$ cat config.mk
export PLATFORM = sky130hd
export DESIGN_NAME = chan_fault_guard
export DESIGN_NICKNAME = d
export VERILOG_FILES = /design/src/rtl/chan_fault_guard_pkg.sv /design/src/rtl/fp_blank_timer.sv /design/src/rtl/fp_fault_bit.sv /design/src/rtl/fp_enable_gate.sv /design/src/rtl/chan_fault_guard.sv
export SDC_FILE = /design/constraint.sdc
export NUM_CORES = 1
export LEC_CHECK = 0
export ABC_AREA = 1
export BUFFER_PORTS_ARGS = -buffer_cell sky130_fd_sc_hd__buf_4
export CORE_MARGIN = 4
export CORE_UTILIZATION = 40
export DETAILED_ROUTE_END_ITERATION = 10
export HOLD_SLACK_MARGIN = 0.15
export PLACE_DENSITY = 0.75
export SLEW_MARGIN = 10
export SYNTH_ARGS = -nofsm -noshare
export SYNTH_HDL_FRONTEND = slang
export SYNTH_SLANG_ARGS = --single-unit
$ cat constraint.sdc
create_clock -name clk -period 1.3 [get_ports clk]
set_input_delay 0.065 -clock clk [delete_from_list [all_inputs] [get_ports clk]]
set_output_delay 0.065 -clock clk [all_outputs]
set_load 0.01 [all_outputs]
$ cat src/rtl/chan_fault_guard_pkg.sv
package chan_fault_guard_pkg;

  localparam int unsigned NCH = 8;

  typedef logic [NCH-1:0] chan_t;

  // driver enable: command gated by per-channel thermal and global supply state
  function automatic chan_t gate_enable(chan_t cmd, chan_t otemp, logic ovolt);
    return cmd & ~otemp & {NCH{~ovolt}};
  endfunction

  // open-load indication only counts for channels held off, outside blanking
  function automatic chan_t qualify_open(chan_t open_raw, chan_t cmd, logic blanked);
    return open_raw & ~cmd & {NCH{~blanked}};
  endfunction

endpackage

$ cat src/rtl/fp_blank_timer.sv
module fp_blank_timer #(
  parameter int unsigned BLANK_CYC = 16,
  localparam int unsigned CW = $clog2(BLANK_CYC + 1)
) (
  input  logic          clk,
  input  logic          rst_n,
  input  logic          start,
  output logic          busy,
  output logic [CW-1:0] count
);

  logic [CW-1:0] cnt_q;

  always_ff @(posedge clk or negedge rst_n) begin
    if (!rst_n) begin
      cnt_q <= '0;
    end else if (start) begin
      cnt_q <= CW'(BLANK_CYC);
    end else if (cnt_q != '0) begin
      cnt_q <= cnt_q - CW'(1);
    end
  end

  assign busy  = (cnt_q != '0);
  assign count = cnt_q;

endmodule

$ cat src/rtl/fp_fault_bit.sv
module fp_fault_bit (
  input  logic clk,
  input  logic rst_n,
  input  logic cause,
  input  logic reload,
  output logic flag
);

  logic flag_q;

  always_ff @(posedge clk or negedge rst_n) begin
    if (!rst_n) begin
      flag_q <= 1'b0;
    end else if (reload) begin
      flag_q <= cause;
    end else begin
      flag_q <= flag_q | cause;
    end
  end

  assign flag = flag_q;

endmodule

$ cat src/rtl/fp_enable_gate.sv
module fp_enable_gate
  import chan_fault_guard_pkg::*;
(
  input  chan_t cmd,
  input  chan_t otemp,
  input  logic  ovolt,
  output chan_t en
);

  assign en = gate_enable(cmd, otemp, ovolt);

endmodule

$ cat src/rtl/chan_fault_guard.sv
module chan_fault_guard
  import chan_fault_guard_pkg::*;
#(
  parameter int unsigned BLANK_CYC = 16,
  localparam int unsigned CNT_W = $clog2(BLANK_CYC + 1)
) (
  input  logic           clk,
  input  logic           rst_n,
  input  logic [NCH-1:0] cmd,
  input  logic [NCH-1:0] open_raw,
  input  logic [NCH-1:0] otemp,
  input  logic           ovolt,
  input  logic           cs_rise,
  input  logic           snap_load,
  output logic [NCH-1:0] out_en,
  output logic [NCH-1:0] fault_reg
);

  // named internal events, visible to the bound checker
  logic             blank_busy;
  logic [CNT_W-1:0] blank_cnt;
  logic             blank_now;
  chan_t            open_ok;
  chan_t            fault_cause;

  fp_blank_timer #(.BLANK_CYC(BLANK_CYC)) u_timer (
    .clk   (clk),
    .rst_n (rst_n),
    .start (cs_rise),
    .busy  (blank_busy),
    .count (blank_cnt)
  );

  // the edge that sees the chip-select pulse is itself blanked
  assign blank_now   = blank_busy | cs_rise;
  assign open_ok     = qualify_open(open_raw, cmd, blank_now);
  assign fault_cause = open_ok | otemp;

  fp_enable_gate u_gate (
    .cmd   (cmd),
    .otemp (otemp),
    .ovolt (ovolt),
    .en    (out_en)
  );

  for (genvar ch = 0; ch < NCH; ch++) begin : g_fault
    fp_fault_bit u_bit (
      .clk    (clk),
      .rst_n  (rst_n),
      .cause  (fault_cause[ch]),
      .reload (snap_load),
      .flag   (fault_reg[ch])
    );
  end

endmodule

* After elaboration in Yosys (flattened, before gate mapping)
Index checks and enable logic that the tools add are counted.
Word-level totals: input port bits 29, output and inout port bits 16, logic and storage cells 40, bits in registers 13
Cells by class: bitwise gates (word level) 18, reductions and logical operators 2, add/subtract/negate cells 1, mux-type cells 10
Operator list (count):
- $and A8 B8 Y8 | 4
- $not A8 Y8 | 2
- $mux W5 | 2
- $or A1 B1 Y1 | 9
- $mux W1 | 8
- $or A8 B8 Y8 | 1
- $reduce_bool A5 Y1 | 1
- $sub A5 B1 Y5 const B | 1
- $not A1 Y1 | 2
- $reduce_bool A2 Y1 | 1

* Longest topological paths before layout
word-level depth 7, gate-level depth with buffers 6, mapped depth without buffers 5

* Hierarchy
A second synthesis with hierarchy kept.
Second synthesis, totals: cells, all modules 139, area total of the unflattened synthesis 843.3 µm²
Modules (own cells, without submodules):
- fp_fault_bit | cells each 5, times used 8, area an instance 40.0 µm², sequential area each 25.0 µm²
- fp_blank_timer | cells each 33, times used 1, area an instance 260.2 µm², sequential area each 125.1 µm²
- chan_fault_guard | cells each 41, times used 1, area an instance 161.4 µm², sequential area each 0.0 µm²
- fp_enable_gate | cells each 25, times used 1, area an instance 101.3 µm², sequential area each 0.0 µm²

* Worst setup path after synthesis
No wires, ideal clock.
kind register to register, start register u_timer.cnt_q[0] (netlist: u_timer.count[0]), end register u_timer.cnt_q[3] (netlist: u_timer.count[3]), library setup time 0.114 ns, data arrival time 1.027 ns, stages on the path, launching flop included 7, path slack 0.158 ns, clock period less this slack 1.142 ns, cell sequence dfrtp_1 > inv_1 > ha_1 > nand4_2 > buf_6 > inv_1 > nor2_1
On the way: cells in the longest elaborated chain, start to end 3
Ends and longest elaborated chain:
- start: declaration | line fp_blank_timer.sv:12 | logic [CW-1:0] cnt_q;
- start signal: assignment | line fp_blank_timer.sv:18 | cnt_q <= CW'(BLANK_CYC);
- start signal: assignment | line fp_blank_timer.sv:20 | cnt_q <= cnt_q - CW'(1);
- $sub A5 B1 Y5 | line fp_blank_timer.sv:20
- $mux W5 | line fp_blank_timer.sv:19 | end else if (cnt_q != '0) begin
- $mux W5 | line fp_blank_timer.sv:17 | end else if (start) begin
Parallel ways exist; a longest one is shown, timed or not. The select of a mux whose other input is x is not followed. A chain may end at the register's enable or synchronous reset.

* Worst setup path after layout
start input open_raw[2], end register g_fault[2].u_bit.flag_q
On the way: cells in the longest elaborated chain, start to end 5
Ends and longest elaborated chain:
- start: declaration | line chan_fault_guard.sv:10 | input logic [NCH-1:0] open_raw,
- $and A8 B8 Y8 (*) (2 in series) | line chan_fault_guard_pkg.sv:14 | return open_raw & ~cmd & {NCH{~blanked}};
- $or A8 B8 Y8 (*) | line chan_fault_guard.sv:37 | assign fault_cause = open_ok | otemp;
- $or A1 B1 Y1 | line fp_fault_bit.sv:17 | flag_q <= flag_q | cause;
- $mux W1 (*) | line fp_fault_bit.sv:14 | end else if (reload) begin
- end signal: assignment | line fp_fault_bit.sv:15 | flag_q <= cause;
- end signal: assignment | line fp_fault_bit.sv:17
- end: declaration | line fp_fault_bit.sv:9 | logic flag_q;
Mark *: on every way between the ends. The rest lies on a longest branch, timed or not.

==> results.sh <==
export IMPL_yosysTopAreaCell="dfrtp_1"
export IMPL_min_period_ns=1.266
export IMPL_mostFrequentLayoutCells="buf_4, dlygate4sd3_1, inv_1"
export IMPL_worstMarginPinSlew_ns=0.2831
export IMPL_start_util_pct=42.77
export IMPL_htree_levels=1
export IMPL_slew_headroom_pct=81.10
export IMPL_final_period_utilization_pct=97.35
export IMPL_synth_area_um2=754.5
export IMPL_crit_fanout=1
export IMPL_multi_input_area_um2=306.5
export IMPL_cts_tree="done"
export IMPL_drive_above_1_share_pct=40.51
export IMPL_globalplace_congestion=0.8304
export IMPL_syn_inst=91
export IMPL_pwr_share_comb_pct=46.0
export IMPL_final_max_slew_viol_count=0
export IMPL_hp_class="input port to async pin"
export IMPL_track_usage_pct=22.59
export IMPL_power_switching_uw=557.5
export IMPL_wirelength_mm=2.806
export IMPL_synth_top_area_share_pct=43.12
export IMPL_seqPwrFrac_pct=37.0
export IMPL_coreArea_um2=1764
export IMPL_p_leak_nw=0.6880
export IMPL_layout_setup_ws_ns=0.03444
export IMPL_clock_skew_final_ns=0.009307
export IMPL_ant_nets=0
export IMPL_drt_iter0_drc=13
export IMPL_antennaDiodeCount=0
export IMPL_die_w_um=51.43
export IMPL_dr_max_layer_used="met4"
export IMPL_port_buffers=44
export IMPL_cp_end_kind="register"
export IMPL_synth_cell_types=16
export IMPL_power_total_mw=1.488
export IMPL_clock_fmax_ghz=0.7902
export IMPL_wl_met1_mm=1.086
export IMPL_clkSlewWorstSetupHoldPaths_ns=0.09
export IMPL_io_pins=45
export IMPL_status="finished, final reports clean"
export IMPL_overflow=0
export IMPL_max_cap_viol_count=0
export IMPL_grt_pass1_wl_mm=4.360
export IMPL_arrival_ns=1.43
export IMPL_yosysWarnings=0
export IMPL_yosys_top_cells_area="dfrtp_1, o21ai_2, inv_1"
export IMPL_seqCellArea_um2=325.3
export IMPL_final_common_cell="buf_4"
export IMPL_grt_antenna_before_repair=0
export IMPL_wl_met3_um=266
export IMPL_core_rowCount=15
export IMPL_worstSetupPathType="input port to register"
export IMPL_hold_viol=0
export IMPL_pre_cts_slack_ns=0.06100
export IMPL_p_per_area_nw_per_um2=1086
export IMPL_cts_root_buf="clkbuf_4"
export IMPL_grt_max_degree=14
export IMPL_die_area_um2=2645
export IMPL_wl_per_cell_um=15.33
export IMPL_clkLatencyLatePin_ns=0.28
export IMPL_synth_seq_cells=13
export IMPL_grt_pass1_vias=906
export IMPL_postLayoutCoreUtil_pct=77.66
export IMPL_postCtsSetupBuffers=0
export IMPL_fill_cells=108
export IMPL_numCtsBuffers=3
export IMPL_via_count=865
export IMPL_clock_path_buffers=2
export IMPL_yosysSeqAreaShare_pct=43.12
export IMPL_vias_per_cell=4.727
export IMPL_start_kind="input port"
export IMPL_internal_power_uw=930.7
export IMPL_dp_hpwl_mm=1.464
export IMPL_ir_drop_mv=1.126
export IMPL_finalSetupViolCount=0
export IMPL_syn_nets=121
export IMPL_syn2layout_area_growth_pct=81.59
export IMPL_cts_sinks=13
export IMPL_die_h_um=51.43
export IMPL_syn_avg_cell_area_um2=8.291
export IMPL_required_ns=1.46
export IMPL_sw_frac_of_total_pct=37.46
export IMPL_clockPowerShare_pct=17.0
export IMPL_drc=0
export IMPL_dr_pass1_iters=4
export IMPL_final_nets=189
export IMPL_met2_length_mm=1.415
## per-layer routing
layer  track usage (%)  up-vias
met2             41.53       40
met3             7.580        4
met4             5.240        0
li1                  -      418
met1             24.64      403
met5                 0        -
## final cells by class
type,count,area share [%]
repair buffers,73,45.02
flip-flops and latches,13,23.74
multi-input cells,51,22.37
inverters,17,4.658
well taps,25,2.283
clock buffers,4,1.918
## Yosys cell counts
| master | instances |
|---|---|
| clkbuf_1 | 1 |
| dfrtp_1 | 13 |
| nor2_1 | 2 |
| o21ai_0 | 1 |
| a21oi_1 | 8 |
| nand4_2 | 1 |
| buf_4 | 8 |
| nand2_1 | 13 |
| nor2_2 | 1 |
| nand3_1 | 6 |
| xor2_1 | 1 |
| inv_1 | 17 |
| ha_1 | 1 |
| nor3_1 | 8 |
| o21ai_2 | 9 |
| buf_6 | 1 |
## registers in the layout, indices dropped and copies added, names as in the netlist
name                cells
g_fault.u_bit.flag      8
u_timer.count           5
## worst max-delay path, stage by stage
cell           delay (ns)
dlygate4sd3_1        0.53
buf_4                0.13
nand2_1              0.07
dlygate4sd3_1        0.57
o21ai_2              0.06
## per-stage QoR
stage          setup TNS (ns)  std cells  cell area, um2  hold slack, ns
4_1_cts                     0        183            1350          0.1765
3_3_place_gp                0        153            1064        -0.08551
3_5_place_dp                0        153            1064        -0.08349
6_report                    0        183            1370          0.1687
5_1_grt             -0.001080        183            1370          0.1793
2_1_floorplan               0         91           754.5         -0.2306
## power by group through the flow
stage / Clock, mW / Sequential [mW] / Combinational (mW)
finish: 0.253 / 0.551 / 0.684
global route: 0.282 / 0.564 / 0.749
CTS: 0.256 / 0.545 / 0.618
detailed placement: 0 / 0.551 / 0.551
global placement: 0 / 0.549 / 0.520
floorplan: 0 / 0.540 / 0.360
## timing repair
action / in CTS / in global routing
setup endpoints to repair: 0 / 9
resized for setup: 0 / 5
hold buffers: 26 / 1
hold endpoints to repair: 24 / 1
## cells by family after synthesis
group                      after synthesis  synth area share (%)
and+or+nand+nor                         31                 19.24
buffers and inverters                   27                 18.41
DFF                                     13                 43.12
xor gates and xnor gates                 1                 1.161
adders and majority gates                1                 1.658
AOI/OAI and AO/OA                       18                 16.42
## worst paths after layout
kind / from / endpoint / slack (ns) / cells after the start
setup / recovery: open_raw[2] / g_fault[2].u_bit.flag$_DFF_PN0_ / 0.03 / 5
hold / removal: rst_n / g_fault[7].u_bit.flag$_DFF_PN0_ / 0.17 / 2
setup reg to reg: u_timer.count[1]$_DFFE_PN0N_ / u_timer.count[0]$_DFFE_PN0N_ / 0.08 / 6
hold reg to reg: u_timer.count[4]$_DFFE_PN0N_ / u_timer.count[4]$_DFFE_PN0N_ / 0.48 / 2
max in group asynchronous: rst_n / u_timer.count[2]$_DFFE_PN0N_ / 0.96 / 2
min in group clk: snap_load / g_fault[0].u_bit.flag$_DFF_PN0_ / 0.29 / 4
No activity file was read; power rests on OpenSTA's default activity.
